### config.mk
export PLATFORM = sky130hd
export DESIGN_NAME = pio_port_ctrl
export DESIGN_NICKNAME = d
export VERILOG_FILES = /design/src/rtl/pio_pkg.sv /design/src/rtl/pio_sync.sv /design/src/rtl/pio_regs.sv /design/src/rtl/pio_pad.sv /design/src/rtl/pio_port_ctrl.sv
export SDC_FILE = /design/constraint.sdc
export NUM_CORES = 1
export LEC_CHECK = 0
export BUFFER_PORTS_ARGS = -buffer_cell sky130_fd_sc_hd__buf_2
export CORE_MARGIN = 2
export CORE_UTILIZATION = 35
export CTS_BUF_LIST = sky130_fd_sc_hd__clkbuf_8
export CTS_CLUSTER_SIZE = 12
export DETAILED_ROUTE_END_ITERATION = 16
export SLEW_MARGIN = 10
export SYNTH_ARGS = -nofsm -noshare
export SYNTH_HDL_FRONTEND = slang
export SYNTH_SLANG_ARGS = --single-unit
### constraint.sdc
create_clock -name clk -period 1.9 [get_ports clk]
set_input_delay 0.38 -clock clk [delete_from_list [all_inputs] [get_ports clk]]
set_output_delay 0.38 -clock clk [all_outputs]
set_load 0.05 [all_outputs]
### src/rtl/pio_pkg.sv
package pio_pkg;

    // register byte offsets
    localparam int unsigned OFF_MODE  = 32'h00;
    localparam int unsigned OFF_DRIVE = 32'h04;
    localparam int unsigned OFF_SPEED = 32'h08;
    localparam int unsigned OFF_PULL  = 32'h0C;
    localparam int unsigned OFF_INPUT = 32'h10;
    localparam int unsigned OFF_LATCH = 32'h14;
    localparam int unsigned OFF_SETCL = 32'h18;

    typedef enum logic [1:0] {
        PM_IN  = 2'b00,
        PM_OUT = 2'b01,
        PM_ALT = 2'b10,
        PM_ANA = 2'b11
    } pin_mode_e;

    typedef enum logic [1:0] {
        PL_NONE = 2'b00,
        PL_UP   = 2'b01,
        PL_DOWN = 2'b10,
        PL_RSVD = 2'b11
    } pin_pull_e;

endpackage

### src/rtl/pio_sync.sv
module pio_sync #(
    parameter int W      = 16,
    parameter int STAGES = 2
) (
    input  logic         clk,
    input  logic         rst_n,
    input  logic [W-1:0] din,
    output logic [W-1:0] dout
);
    typedef struct packed {
        logic [STAGES-1:0][W-1:0] chain;
    } sync_t;

    sync_t s_d, s_q;

    always_comb begin
        s_d = s_q;
        s_d.chain = {s_q.chain[STAGES-2:0], din};
    end

    always_ff @(posedge clk or negedge rst_n) begin
        if (!rst_n) s_q <= '0;
        else        s_q <= s_d;
    end

    assign dout = s_q.chain[STAGES-1];
endmodule

### src/rtl/pio_regs.sv
module pio_regs
    import pio_pkg::*;
#(
    parameter int NUM_PINS = 16,
    parameter int ADDR_W   = 5,
    parameter int DATA_W   = 32
) (
    input  logic                  clk,
    input  logic                  rst_n,
    input  logic [ADDR_W-1:0]     addr,
    input  logic [DATA_W-1:0]     wdata,
    input  logic                  we,
    input  logic [NUM_PINS-1:0]   idr,
    output logic [DATA_W-1:0]     rdata,
    output logic [2*NUM_PINS-1:0] mode,
    output logic [NUM_PINS-1:0]   drive,
    output logic [2*NUM_PINS-1:0] pull,
    output logic [NUM_PINS-1:0]   latch
);
    localparam int FW = 2 * NUM_PINS;

    typedef struct packed {
        logic [FW-1:0]       mode;
        logic [FW-1:0]       speed;
        logic [FW-1:0]       pull;
        logic [NUM_PINS-1:0] drive;
        logic [NUM_PINS-1:0] latch;
    } regs_t;

    regs_t r_d, r_q;

    always_comb begin
        r_d = r_q;
        if (we) begin
            case (addr)
                ADDR_W'(OFF_MODE):  r_d.mode  = wdata[FW-1:0];
                ADDR_W'(OFF_DRIVE): r_d.drive = wdata[NUM_PINS-1:0];
                ADDR_W'(OFF_SPEED): r_d.speed = wdata[FW-1:0];
                ADDR_W'(OFF_PULL):  r_d.pull  = wdata[FW-1:0];
                ADDR_W'(OFF_LATCH): r_d.latch = wdata[NUM_PINS-1:0];
                // clear first, then set, so set dominates
                ADDR_W'(OFF_SETCL): r_d.latch = (r_q.latch & ~wdata[NUM_PINS +: NUM_PINS])
                                              | wdata[NUM_PINS-1:0];
                default: ;
            endcase
        end
    end

    always_ff @(posedge clk or negedge rst_n) begin
        if (!rst_n) r_q <= '0;
        else        r_q <= r_d;
    end

    always_comb begin
        rdata = '0;
        case (addr)
            ADDR_W'(OFF_MODE):  rdata = DATA_W'(r_q.mode);
            ADDR_W'(OFF_DRIVE): rdata = DATA_W'(r_q.drive);
            ADDR_W'(OFF_SPEED): rdata = DATA_W'(r_q.speed);
            ADDR_W'(OFF_PULL):  rdata = DATA_W'(r_q.pull);
            ADDR_W'(OFF_INPUT): rdata = DATA_W'(idr);
            ADDR_W'(OFF_LATCH): rdata = DATA_W'(r_q.latch);
            default:            rdata = '0;
        endcase
    end

    assign mode  = r_q.mode;
    assign drive = r_q.drive;
    assign pull  = r_q.pull;
    assign latch = r_q.latch;
endmodule

### src/rtl/pio_pad.sv
module pio_pad
    import pio_pkg::*;
#(
    parameter int NUM_PINS = 16
) (
    input  logic [2*NUM_PINS-1:0] mode,
    input  logic [NUM_PINS-1:0]   drive,
    input  logic [2*NUM_PINS-1:0] pull,
    input  logic [NUM_PINS-1:0]   latch,
    output logic [NUM_PINS-1:0]   pad_out,
    output logic [NUM_PINS-1:0]   pad_oe,
    output logic [NUM_PINS-1:0]   pad_od,
    output logic [NUM_PINS-1:0]   pad_pu,
    output logic [NUM_PINS-1:0]   pad_pd,
    output logic [NUM_PINS-1:0]   pin_alt
);
    for (genvar i = 0; i < NUM_PINS; i++) begin : g_pin
        logic is_out;
        assign is_out     = (mode[2*i +: 2] == PM_OUT);
        assign pad_out[i] = latch[i];
        // open-drain pins only pull low; a 1 releases the pin
        assign pad_oe[i]  = is_out & (~drive[i] | ~latch[i]);
        assign pad_od[i]  = is_out & drive[i];
        assign pin_alt[i] = (mode[2*i +: 2] == PM_ALT);
        assign pad_pu[i]  = (pull[2*i +: 2] == PL_UP);
        assign pad_pd[i]  = (pull[2*i +: 2] == PL_DOWN);
    end
endmodule

### src/rtl/pio_port_ctrl.sv
module pio_port_ctrl #(
    parameter int NUM_PINS = 16,
    parameter int ADDR_W   = 5,
    parameter int DATA_W   = 32
) (
    input  logic                clk,
    input  logic                rst_n,
    input  logic [ADDR_W-1:0]   bus_addr,
    input  logic [DATA_W-1:0]   bus_wdata,
    input  logic                bus_we,
    output logic [DATA_W-1:0]   bus_rdata,
    input  logic [NUM_PINS-1:0] pad_in,
    output logic [NUM_PINS-1:0] pad_out,
    output logic [NUM_PINS-1:0] pad_oe,
    output logic [NUM_PINS-1:0] pad_od,
    output logic [NUM_PINS-1:0] pad_pu,
    output logic [NUM_PINS-1:0] pad_pd,
    output logic [NUM_PINS-1:0] pin_alt
);
    localparam int SYNC_STAGES = 2;

    logic [NUM_PINS-1:0]   idr_w;
    logic [2*NUM_PINS-1:0] mode_w;
    logic [NUM_PINS-1:0]   drive_w;
    logic [2*NUM_PINS-1:0] pull_w;
    logic [NUM_PINS-1:0]   odr_w;

    pio_sync #(.W(NUM_PINS), .STAGES(SYNC_STAGES)) u_sync (
        .clk  (clk),
        .rst_n(rst_n),
        .din  (pad_in),
        .dout (idr_w)
    );

    pio_regs #(.NUM_PINS(NUM_PINS), .ADDR_W(ADDR_W), .DATA_W(DATA_W)) u_regs (
        .clk  (clk),
        .rst_n(rst_n),
        .addr (bus_addr),
        .wdata(bus_wdata),
        .we   (bus_we),
        .idr  (idr_w),
        .rdata(bus_rdata),
        .mode (mode_w),
        .drive(drive_w),
        .pull (pull_w),
        .latch(odr_w)
    );

    pio_pad #(.NUM_PINS(NUM_PINS)) u_pad (
        .mode   (mode_w),
        .drive  (drive_w),
        .pull   (pull_w),
        .latch  (odr_w),
        .pad_out(pad_out),
        .pad_oe (pad_oe),
        .pad_od (pad_od),
        .pad_pu (pad_pu),
        .pad_pd (pad_pd),
        .pin_alt(pin_alt)
    );
endmodule

# Word level (Yosys, flattened, before mapping)
# Index checks and enable logic that the tools add are counted.
# totals
ff_bits,160
output_inout_bits,128
elab_cells,169
in_bits,56
# op_classes
eq_ne,70
n_reduce_logical,7
n_bitwise,83
n_mux,2
# op_table
cell,count
$pmux W32 S6,1
$eq A2 B1 Y1 const B,32
$eq A2 B2 Y1 const B,32
$and A1 B1 Y1,32
$not A1 Y1,32
$pmux W16 S2,1
$and A16 B16 Y16,1
$not A16 Y16,1
$or A1 B1 Y1,16
$or A16 B16 Y16,1
$eq A5 B5 Y1 const B,3
$eq A5 B4 Y1 const B,2
$reduce_and A2 Y1,5
$eq A5 B3 Y1 const B,1
$logic_not A5 Y1,1
$reduce_bool A2 Y1,1

# Longest topological paths before layout
# Gate-level depths: netlist of the first run.
# depth
word_depth,4
ltp_mapped,7

# Hierarchy
# A second synthesis of the first run with hierarchy kept.
# unflattened
hier_cells,735
area_unflattened_um2,8524.4
# by_module_without_submodules
module,cells_each,seq_area_each_um2,instances,area_per_inst_um2
pio_regs,575,3203.1,1,6942.9
pio_sync,32,800.8,1,800.8
pio_pad,128,0.0,1,780.7

# Worst setup path before layout of the first run
# No wires, ideal clock.
# synth_path
path_type,input to output
from,input bus_addr[4]
to,output bus_rdata[16]
t_arrival_ns,2.066
setup_slack_ns,-0.546
t_required_ns,1.520
cell_stages,5
path_cell_list,buf_2 > or3_1 > buf_1 > clkbuf_1 > a21oi_1
# synth_via
elab_chain_len,2
elab_cells_between_ends,7
cone_classes,5 x eq/ne; 1 x mux; 1 x reduce/logical
# synth_lines
item,line_no,source
"start, declared",pio_port_ctrl.sv:8,"input logic [ADDR_W-1:0] bus_addr,"
"$eq A5 B5 Y1, or another cell as far along",pio_regs.sv:56,case (addr)
$pmux W32 S6 (*),pio_regs.sv:56,
"end, declared",pio_port_ctrl.sv:11,"output logic [DATA_W-1:0] bus_rdata,"
# Every way passes the cells marked *; elsewhere a longest branch is shown, timed or not.

# Worst setup path after layout of the first run
# layout_path
from,"register u_regs.r_q, in the netlist u_regs.mode[13]"
to,output bus_rdata[13]
# layout_via
elab_chain_len,1
# layout_lines
item,line_no,source
"start, declared",pio_regs.sv:30,"regs_t r_d, r_q;"
"start signal, assigned",pio_regs.sv:51,else r_q <= r_d;
$pmux W32 S6,pio_regs.sv:56,
# No other way between the ends.

==> results of run 1 <==
[through the flow]
step / total power [mW] / instances / worst slack, ps / instance area [um2]
2_1_floorplan: 7.20 / 663 / -229 / 8090
3_5_place_dp: 8.19 / 1133 / -370 / 9680
4_1_cts: 11.4 / 1219 / -391 / 11000
3_3_place_gp: 8.15 / 1133 / -348 / 9680
5_1_grt: 12.0 / 1233 / -432 / 11300
6_report: 11.5 / 1233 / -363 / 11300
[final cells by class]
type | instances | area, um2
clock buffer | 17 | 234
clock inverter | 15 | 173
fill | 1976 | 10600
inverter | 16 | 60.1
multi-input combinational | 427 | 3920
sequential | 160 | 4010
tap | 280 | 350
timing repair buffer | 318 | 2570
[per-layer routing]
layer	vias up	global-route usage [%]
met4	2	5.42
li1	2900	-
met1	3174	26.9
met2	191	33.2
met5	-	0
met3	26	5.16
[power by group]
part           switching [mW]  internal [mW]
clock network            1.41           1.21
logic                    2.67           1.73
registers               0.462           3.99
total                    4.54           6.94
[registers in the layout, summed over array words and instances, names as in the netlist]
| register | flops |
|---|---|
| u_sync.s_d | 16 |
| u_regs.drive | 16 |
| u_regs.latch | 16 |
| u_regs.pull | 32 |
| u_sync.dout | 16 |
| u_regs.mode | 32 |
| u_regs.r_q | 32 |
[worst max-delay path: stages, from the launching register on]
cell,delay [ps]
dfrtp_1,410
mux4_2,460
a221o_2,380
buf_6,160
[synth_stat cells (17+ instances only)]
cell type,count
mux2_2,105
nand2_1,20
nand4_1,20
buf_2,29
mux2i_1,22
nor2b_1,50
dfrtp_1,160
and3_1,27
a21oi_1,32
nor2_1,17
[kinds of logic (layout without fill, tap and decap cells)]
group	after synthesis	in the layout	synth area share (%)
flip-flops	160	160	51.1
AO/OA/AOI/OAI	72	72	6.53
buffers and inverters	76	366	4.96
AND/OR/NAND/NOR	209	209	16.3
XOR/XNOR	1	1	0.112
multiplexers	145	145	21.0
[worst paths after layout]
| path | startpoint | endpoint | slack [ps] | cells after the start |
|---|---|---|---|---|
| max | u_regs.mode[13] | bus_rdata[13] | -360 | 3 |
| min | pad_in[11] | u_sync.s_d[27] | 30 | 1 |
| max reg2reg | u_regs.drive[14] | u_regs.drive[14] | 840 | 3 |
| min reg2reg | u_sync.s_d[17] | u_sync.dout[1] | 360 | 0 |
| max in group asynchronous | rst_n | u_regs.pull[18] | 910 | 3 |
| min in group asynchronous | rst_n | u_sync.s_d[20] | 360 | 2 |
[timing repair]
item | 4_1_cts | 5_1_grt
setup endpoints to repair | 49 | 51
gates cloned | 0 | 1
gates resized for setup | 149 | 59
hold endpoints to repair | 48 | 0
hold buffers | 16 | 0
pin swaps | 22 | 18
setup buffers | 38 | 17
==> results.json, run 1 <==
{
  "status": "finished with violations",
  "violations": "setup timing",
  "wl_met2_um": 11600,
  "cts-root-buf": "clkbuf_8",
  "rows": 54,
  "ioPinCount": 184,
  "setup_viol": 16,
  "max_cap_violations": 0,
  "dieArea_um2": 23600,
  "grt_overflow": 0,
  "syn_to_final_growth_pct": 44.3,
  "antenna_found_initial": 1,
  "synth_area_um2": 7840,
  "end_kind": "output port",
  "post-route-period-util_pct": 119,
  "first_pass_iters": 5,
  "grt_max_degree": 44,
  "grt_pass1_vias": 6242,
  "min_period_ps": 2260,
  "dr_wl_met3_um": 1410,
  "hold_viol_final": 0,
  "top_layer_used": "met5",
  "skew_ps": 12.8,
  "cts.path.max_buffers": 2,
  "start_util_pct": 35.8,
  "dpl.hpwl_um": 17500,
  "drt-total-wl_um": 24200,
  "numClockSinks": 160,
  "synth_top_area_share_pct": 51.1,
  "worst_slack_ps": -363,
  "die_height_um": 154,
  "syn_area_per_cell_um2": 11.8,
  "finalMaxSlewViolations": 0,
  "layout-drive-gt1-share_pct": 57.5,
  "fin_util_pct": 51.7,
  "wl_met1_um": 10700,
  "hp-class": "in2reg",
  "coreArea_um2": 21900,
  "portBuffers": 183,
  "worstSetupPathType": "reg2out",
  "ys_top_cells_by_area": "dfrtp_1, mux2_2, nor2b_1, mux2i_1, and3_1",
  "clk_pin_slew_ps": 90,
  "wl_per_cell_um": 19.6,
  "final_net_count": 996,
  "synth.distinct_cells": 39,
  "gp_routability_congestion": 0.836,
  "die_width_um": 154,
  "path_max_fanout": 2,
  "diodes": 0,
  "via_per_inst": 5.10,
  "synth_edf_count": 0,
  "groute.usage.overall_pct": 20.3,
  "critPathArrivalTime_ps": 1880,
  "rsz0062_at_grt": "true",
  "powerDensity_nw_per_um2": 1010,
  "syn_inst": 663,
  "antenna_left": 0,
  "tightest_slew_ps": 390,
  "setup_tns_ps": -3080,
  "grt_first_pass_wirelength_um": 36700,
  "async_reset_ff_share_pct": 100,
  "most-common-layout-cells": "dfrtp_1, buf_2, buf_4",
  "numCtsBuffers": 17,
  "htreeDepth": 4,
  "ir_drop_uv": 534,
  "drtIter0Drc": 365,
  "ys_ff_latch": 160,
  "yosysSeqAreaShare_pct": 51.1,
  "ys.flop_type": "dfrtp_1",
  "cp.required_ps": 1520,
  "synth_fp_nets": 719,
  "p_leak_nw": 5.51,
  "clk_latency_ps": 470,
  "relSlewSlack_pct": 73.8,
  "holdWs_ps": 31.2,
  "yosys_warnings": 0,
  "max_freq_mhz": 442,
  "cts_tree": "built",
  "vias": 6293,
  "final_common_cell": "dfrtp_1",
  "yosysTopAreaCell": "dfrtp_1",
  "drcViolationCount": 0,
  "start_kind": "flip-flop"
}
Power figures use the tool's default switching activity.
==> run 2: changes to the inputs <==
==> constraint.sdc (replaced) <==
create_clock -name clk -period 2.4 [get_ports clk]
set_input_delay 0.48 -clock clk [delete_from_list [all_inputs] [get_ports clk]]
set_output_delay 0.48 -clock clk [all_outputs]
set_load 0.05 [all_outputs]
==> run 2 against run 1 <==
Effect of this change: design area down 13%; the flow now finishes without violations; routed wire length fell by 4.5%; sequential cell count stayed put; hold slack improved by 78 ps; critical endpoint unchanged; global-route usage down 0.53 points; die area did not move; core utilization shrank 6.9 points; sequential share of layout area grew 5.4 points; via count is 6.8% lower; cell count fell by 6.7%.
==> results.json, run 2 (same netlist as run 1, synthesis figures left out) <==
{
  "status": "finished, final reports clean",
  "setup_tns_ps": 0,
  "p_leak_nw": 4.91,
  "ioPinCount": 184,
  "clk_latency_ps": 470,
  "start_util_pct": 35.8,
  "end_kind": "output port",
  "drtIter0Drc": 361,
  "cts_tree": "built",
  "most-common-layout-cells": "buf_2, dfrtp_1, mux2_2",
  "r2r_slack_ps": 1450,
  "rsz0062_at_grt": "true",
  "antenna_left": 0,
  "grt_first_pass_wirelength_um": 35400,
  "hold_start": "pad_in[10]",
  "critPathArrivalTime_ps": 1870,
  "dpl.hpwl_um": 16700,
  "vias": 5862,
  "hold_viol_final": 0,
  "layout-drive-gt1-share_pct": 48.5,
  "syn_to_final_growth_pct": 25.0,
  "seqCellArea_um2": 4000,
  "wl_per_cell_um": 20.0,
  "min_period_ps": 2350,
  "final_common_cell": "buf_2",
  "path_max_fanout": 4,
  "via_per_inst": 5.09,
  "drt-total-wl_um": 23100,
  "fill_cells": 2110,
  "diodes": 0,
  "critPathLaunch": "u_regs.mode[13]",
  "antenna_found_initial": 0,
  "powerDensity_nw_per_um2": 858,
  "ir_drop_uv": 416,
  "numCtsBuffers": 17,
  "tightest_slew_ps": 802,
  "max_cap_violations": 0,
  "finalMaxSlewViolations": 0,
  "numClockSinks": 160,
  "first_pass_iters": 4,
  "post-place-cells": 1108,
  "groute.usage.overall_pct": 19.7,
  "grt_max_degree": 59,
  "stdcell_count": 1151,
  "grt_overflow": 0,
  "rows": 54,
  "cts.path.max_buffers": 2,
  "start_kind": "flip-flop",
  "setup_viol": 0,
  "gp_routability_congestion": 0.861,
  "coreArea_um2": 21900,
  "r2r_start": "u_regs.drive[13]",
  "relSlewSlack_pct": 46.5,
  "dieArea_um2": 23600,
  "drcViolationCount": 0,
  "cp.required_ps": 1920,
  "skew_ps": 10.1,
  "max_freq_mhz": 426,
  "grt_pass1_vias": 5838,
  "portBuffers": 183,
  "htreeDepth": 4,
  "final_net_count": 914,
  "die_width_um": 154,
  "die_height_um": 154,
  "cts-root-buf": "clkbuf_8",
  "hp-class": "in2reg",
  "clk_pin_slew_ps": 100,
  "post-route-period-util_pct": 97.7,
  "holdWs_ps": 109,
  "multiInputGateArea_um2": 3490,
  "worstSetupPathType": "reg2out"
}
## run 2: changes by cell type in the layout (fill, tap and decap cells not counted), sizes merged
cell         before  now
buf             298  235
bufinv            2    1
clkbuf           21   17
clkinv            5    6
dlygate4sd3      16    1
## run 2: per-layer routing
| metal | GRT usage (%) | wire length, um | part of all wire (%) | vias up |
|---|---|---|---|---|
| met2 | 31.5 | 10900 | 47 | 160 |
| met5 | 0 | 0 | 0 | - |
| met4 | 5.94 | 442 | 1.9 | 0 |
| met1 | 26.9 | 10600 | 46 | 2943 |
| li1 | - | - | - | 2735 |
| met3 | 4.48 | 1110 | 4.8 | 24 |
## run 2: through the flow
| stage | instance area, um2 | util (%) | setup slack, ps | total power, mW |
|---|---|---|---|---|
| after floorplan | 7890 | - | -170 | 5.66 |
| after global placement | 9280 | 42.4 | -43.9 | 6.36 |
| after detailed placement | 9280 | 42.4 | -51.6 | 6.40 |
| after CTS | 9730 | 44.5 | -28.7 | 8.48 |
| after global routing | 9800 | 44.8 | -35.1 | 8.82 |
| final | 9800 | 44.8 | 54.1 | 8.41 |
## run 2: path summary, 6_finish.rpt
kind                       depth (start not counted)                to
setup reg to reg                                   2  u_regs.drive[13]
hold reg to reg                                    0    u_sync.dout[0]
hold / removal                                     1    u_sync.s_d[26]
setup / recovery                                   3     bus_rdata[13]
max in group asynchronous                          3    u_regs.r_q[87]
min in group asynchronous                          2    u_sync.s_d[20]
## run 2: critical path, cell delays in order, from the launching register on
cell,delay (ps)
dfrtp_1,420
mux4_2,460
a221o_1,360
buf_6,170
## run 2: report_power, final
group	leakage (nW)	internal (mW)	total, mW	switching [mW]
sequential	2.01	3.16	3.59	0.437
clock	0.206	0.872	2.01	1.14
combinational	2.70	0.940	2.80	1.86
total	4.91	4.97	8.41	3.44
## run 2: cell type report
| type | count | area share, % |
|---|---|---|
| Sequential cell | 160 | 40.9 |
| Inverter | 16 | 0.613 |
| Clock inverter | 15 | 1.70 |
| Multi-Input combinational cell | 427 | 35.6 |
| Tap cell | 280 | 3.58 |
| Timing Repair Buffer | 236 | 15.2 |
| Clock buffer | 17 | 2.39 |
## run 2: timing repair
action,in CTS,in global routing
setup endpoints to repair,6,6
resized for setup,5,7
endpoints found under the hold margin,48,0
pin swaps,0,1
hold buffers,1,0
setup buffers,4,6
==> run 3: changes to the inputs <==
--- a/config.mk
+++ b/config.mk
@@ -6,11 +6,13 @@
 export NUM_CORES = 1
 export LEC_CHECK = 0
 export BUFFER_PORTS_ARGS = -buffer_cell sky130_fd_sc_hd__buf_2
+export CAP_MARGIN = 30
 export CORE_MARGIN = 2
 export CORE_UTILIZATION = 35
 export CTS_BUF_LIST = sky130_fd_sc_hd__clkbuf_8
 export CTS_CLUSTER_SIZE = 12
 export DETAILED_ROUTE_END_ITERATION = 16
+export REMOVE_ABC_BUFFERS = 1
 export SLEW_MARGIN = 10
 export SYNTH_ARGS = -nofsm -noshare
 export SYNTH_HDL_FRONTEND = slang
==> run 3 against run 2 <==
Effect of this change: worst setup slack worse by 16 ps; sequential power hardly changed; via count is 0.38% higher; sequential cell count stayed put; power is 3.6% higher; fmax is 0.69% lower; count of clock-buffer cells in the layout is 4 higher; core utilization is 0.51 points higher; cell count is 0.35% higher; largest cell class unchanged; highest routed layer unchanged.
==> results.json, run 3 (same netlist as run 1, synthesis figures left out) <==
{
  "post-route-period-util_pct": 98.4,
  "groute.usage.overall_pct": 19.7,
  "final_common_cell": "buf_2",
  "grt_overflow": 0,
  "fill_cells": 2103,
  "end_kind": "output port",
  "tightest_slew_ps": 975,
  "start_util_pct": 35.8,
  "gp_routability_congestion": 0.787,
  "powerDensity_nw_per_um2": 880,
  "drcViolationCount": 0,
  "via_per_inst": 5.09,
  "finalInstanceArea_um2": 9910,
  "cts_tree": "built",
  "max_freq_mhz": 423,
  "dpl-instance-area_um2": 9290,
  "rsz0062_at_grt": "true",
  "dp_slack_ps": -1.79,
  "most-common-layout-cells": "buf_2, dfrtp_1, mux2_2",
  "die_width_um": 154,
  "htreeDepth": 4,
  "min_period_ps": 2360,
  "grt_max_degree": 59,
  "p_leak_nw": 4.96,
  "hold_viol_final": 0,
  "power.total_mw": 8.72,
  "relSlewSlack_pct": 35.0,
  "portBuffers": 183,
  "start_kind": "primary input",
  "finalMaxSlewViolations": 0,
  "layout-drive-gt1-share_pct": 48.1,
  "ir_drop_uv": 515,
  "drt-total-wl_um": 23300,
  "worst_slack_ps": 37.9,
  "cp.required_ps": 1920,
  "fin_util_pct": 45.3,
  "first_pass_iters": 4,
  "setup_viol": 0,
  "vias": 5884,
  "syn_to_final_growth_pct": 26.4,
  "drtIter0Drc": 318,
  "setup_tns_ps": 0,
  "clk_latency_ps": 460,
  "worstSetupPathType": "in2out",
  "ioPinCount": 184,
  "max_cap_violations": 0,
  "antenna_found_initial": 1,
  "status": "finished, final reports clean",
  "antenna_left": 0,
  "dpl.hpwl_um": 16600,
  "final_net_count": 918,
  "path_max_fanout": 7,
  "wl_per_cell_um": 20.1,
  "die_height_um": 154,
  "cts.path.max_buffers": 2,
  "coreArea_um2": 21900,
  "grt_pass1_vias": 5880,
  "skew_ps": 10.7,
  "dieArea_um2": 23600,
  "rows": 54,
  "cts-root-buf": "clkbuf_8",
  "critPathArrivalTime_ps": 1880,
  "grt_first_pass_wirelength_um": 35400,
  "hp-class": "in2reg",
  "numCtsBuffers": 17,
  "clk_pin_slew_ps": 90,
  "numClockSinks": 160
}
==> run 3: worst paths after layout <==
path | start | to | cells after the start | slack (ps)
setup / recovery | bus_addr[2] | bus_rdata[9] | 7 | 40
max in group asynchronous | rst_n | u_sync.dout[10] | 3 | 1200
setup reg to reg | u_regs.drive[4] | u_regs.drive[4] | 2 | 1500
min in group asynchronous | rst_n | u_sync.dout[15] | 2 | 460
hold reg to reg | u_sync.s_d[17] | u_sync.dout[1] | 0 | 350
hold / removal | pad_in[4] | u_sync.s_d[20] | 1 | 120
==> run 3: cell type report <==
class	instances	area, um2	area share [%]
Multi-Input combinational cell	427	3470	35.0
Inverter	16	60.1	0.606
Clock buffer	21	289	2.92
Timing Repair Buffer	240	1560	15.7
Tap cell	280	350	3.54
Clock inverter	10	181	1.83
Sequential cell	160	4010	40.4
Antenna cell	1	2.50	0.0253
==> run 3: stage by stage <==
stage / hold WS [ps] / instances
6_report: 121 / 1155
5_1_grt: 86.9 / 1154
4_1_cts: 96.0 / 1146
3_5_place_dp: 335 / 1112
3_3_place_gp: 333 / 1112
2_1_floorplan: 184 / 603
==> run 3: layer usage <==
layer,share of wire (%),vias up,GRT usage [%]
li1,-,2731,-
met1,45,2947,27.1
met2,47,178,31.3
met3,5.6,28,4.65
met4,1.9,0,5.37
met5,0,-,0
==> run 3: power breakdown <==
part           total, mW  internal [mW]  switching [mW]  leakage [nW]
combinational       2.77          0.936            1.83          2.72
sequential          3.60           3.16           0.441          2.00
clock               2.35           1.34            1.01         0.238
==> run 3: critical path: stages <==
cell and delay (ps):
buf_2 130, buf_4 150, and2_1 170, buf_12 140
and3_1 170, a2111o_1 410, buf_2 230
==> run 3: timing repair <==
action	in CTS	in global routing
endpoints found under the hold margin	29	0
setup buffers	2	7
setup endpoints to repair	2	18
cloned	0	1
resized for setup	3	19
pin swaps	1	1
hold buffers	1	0
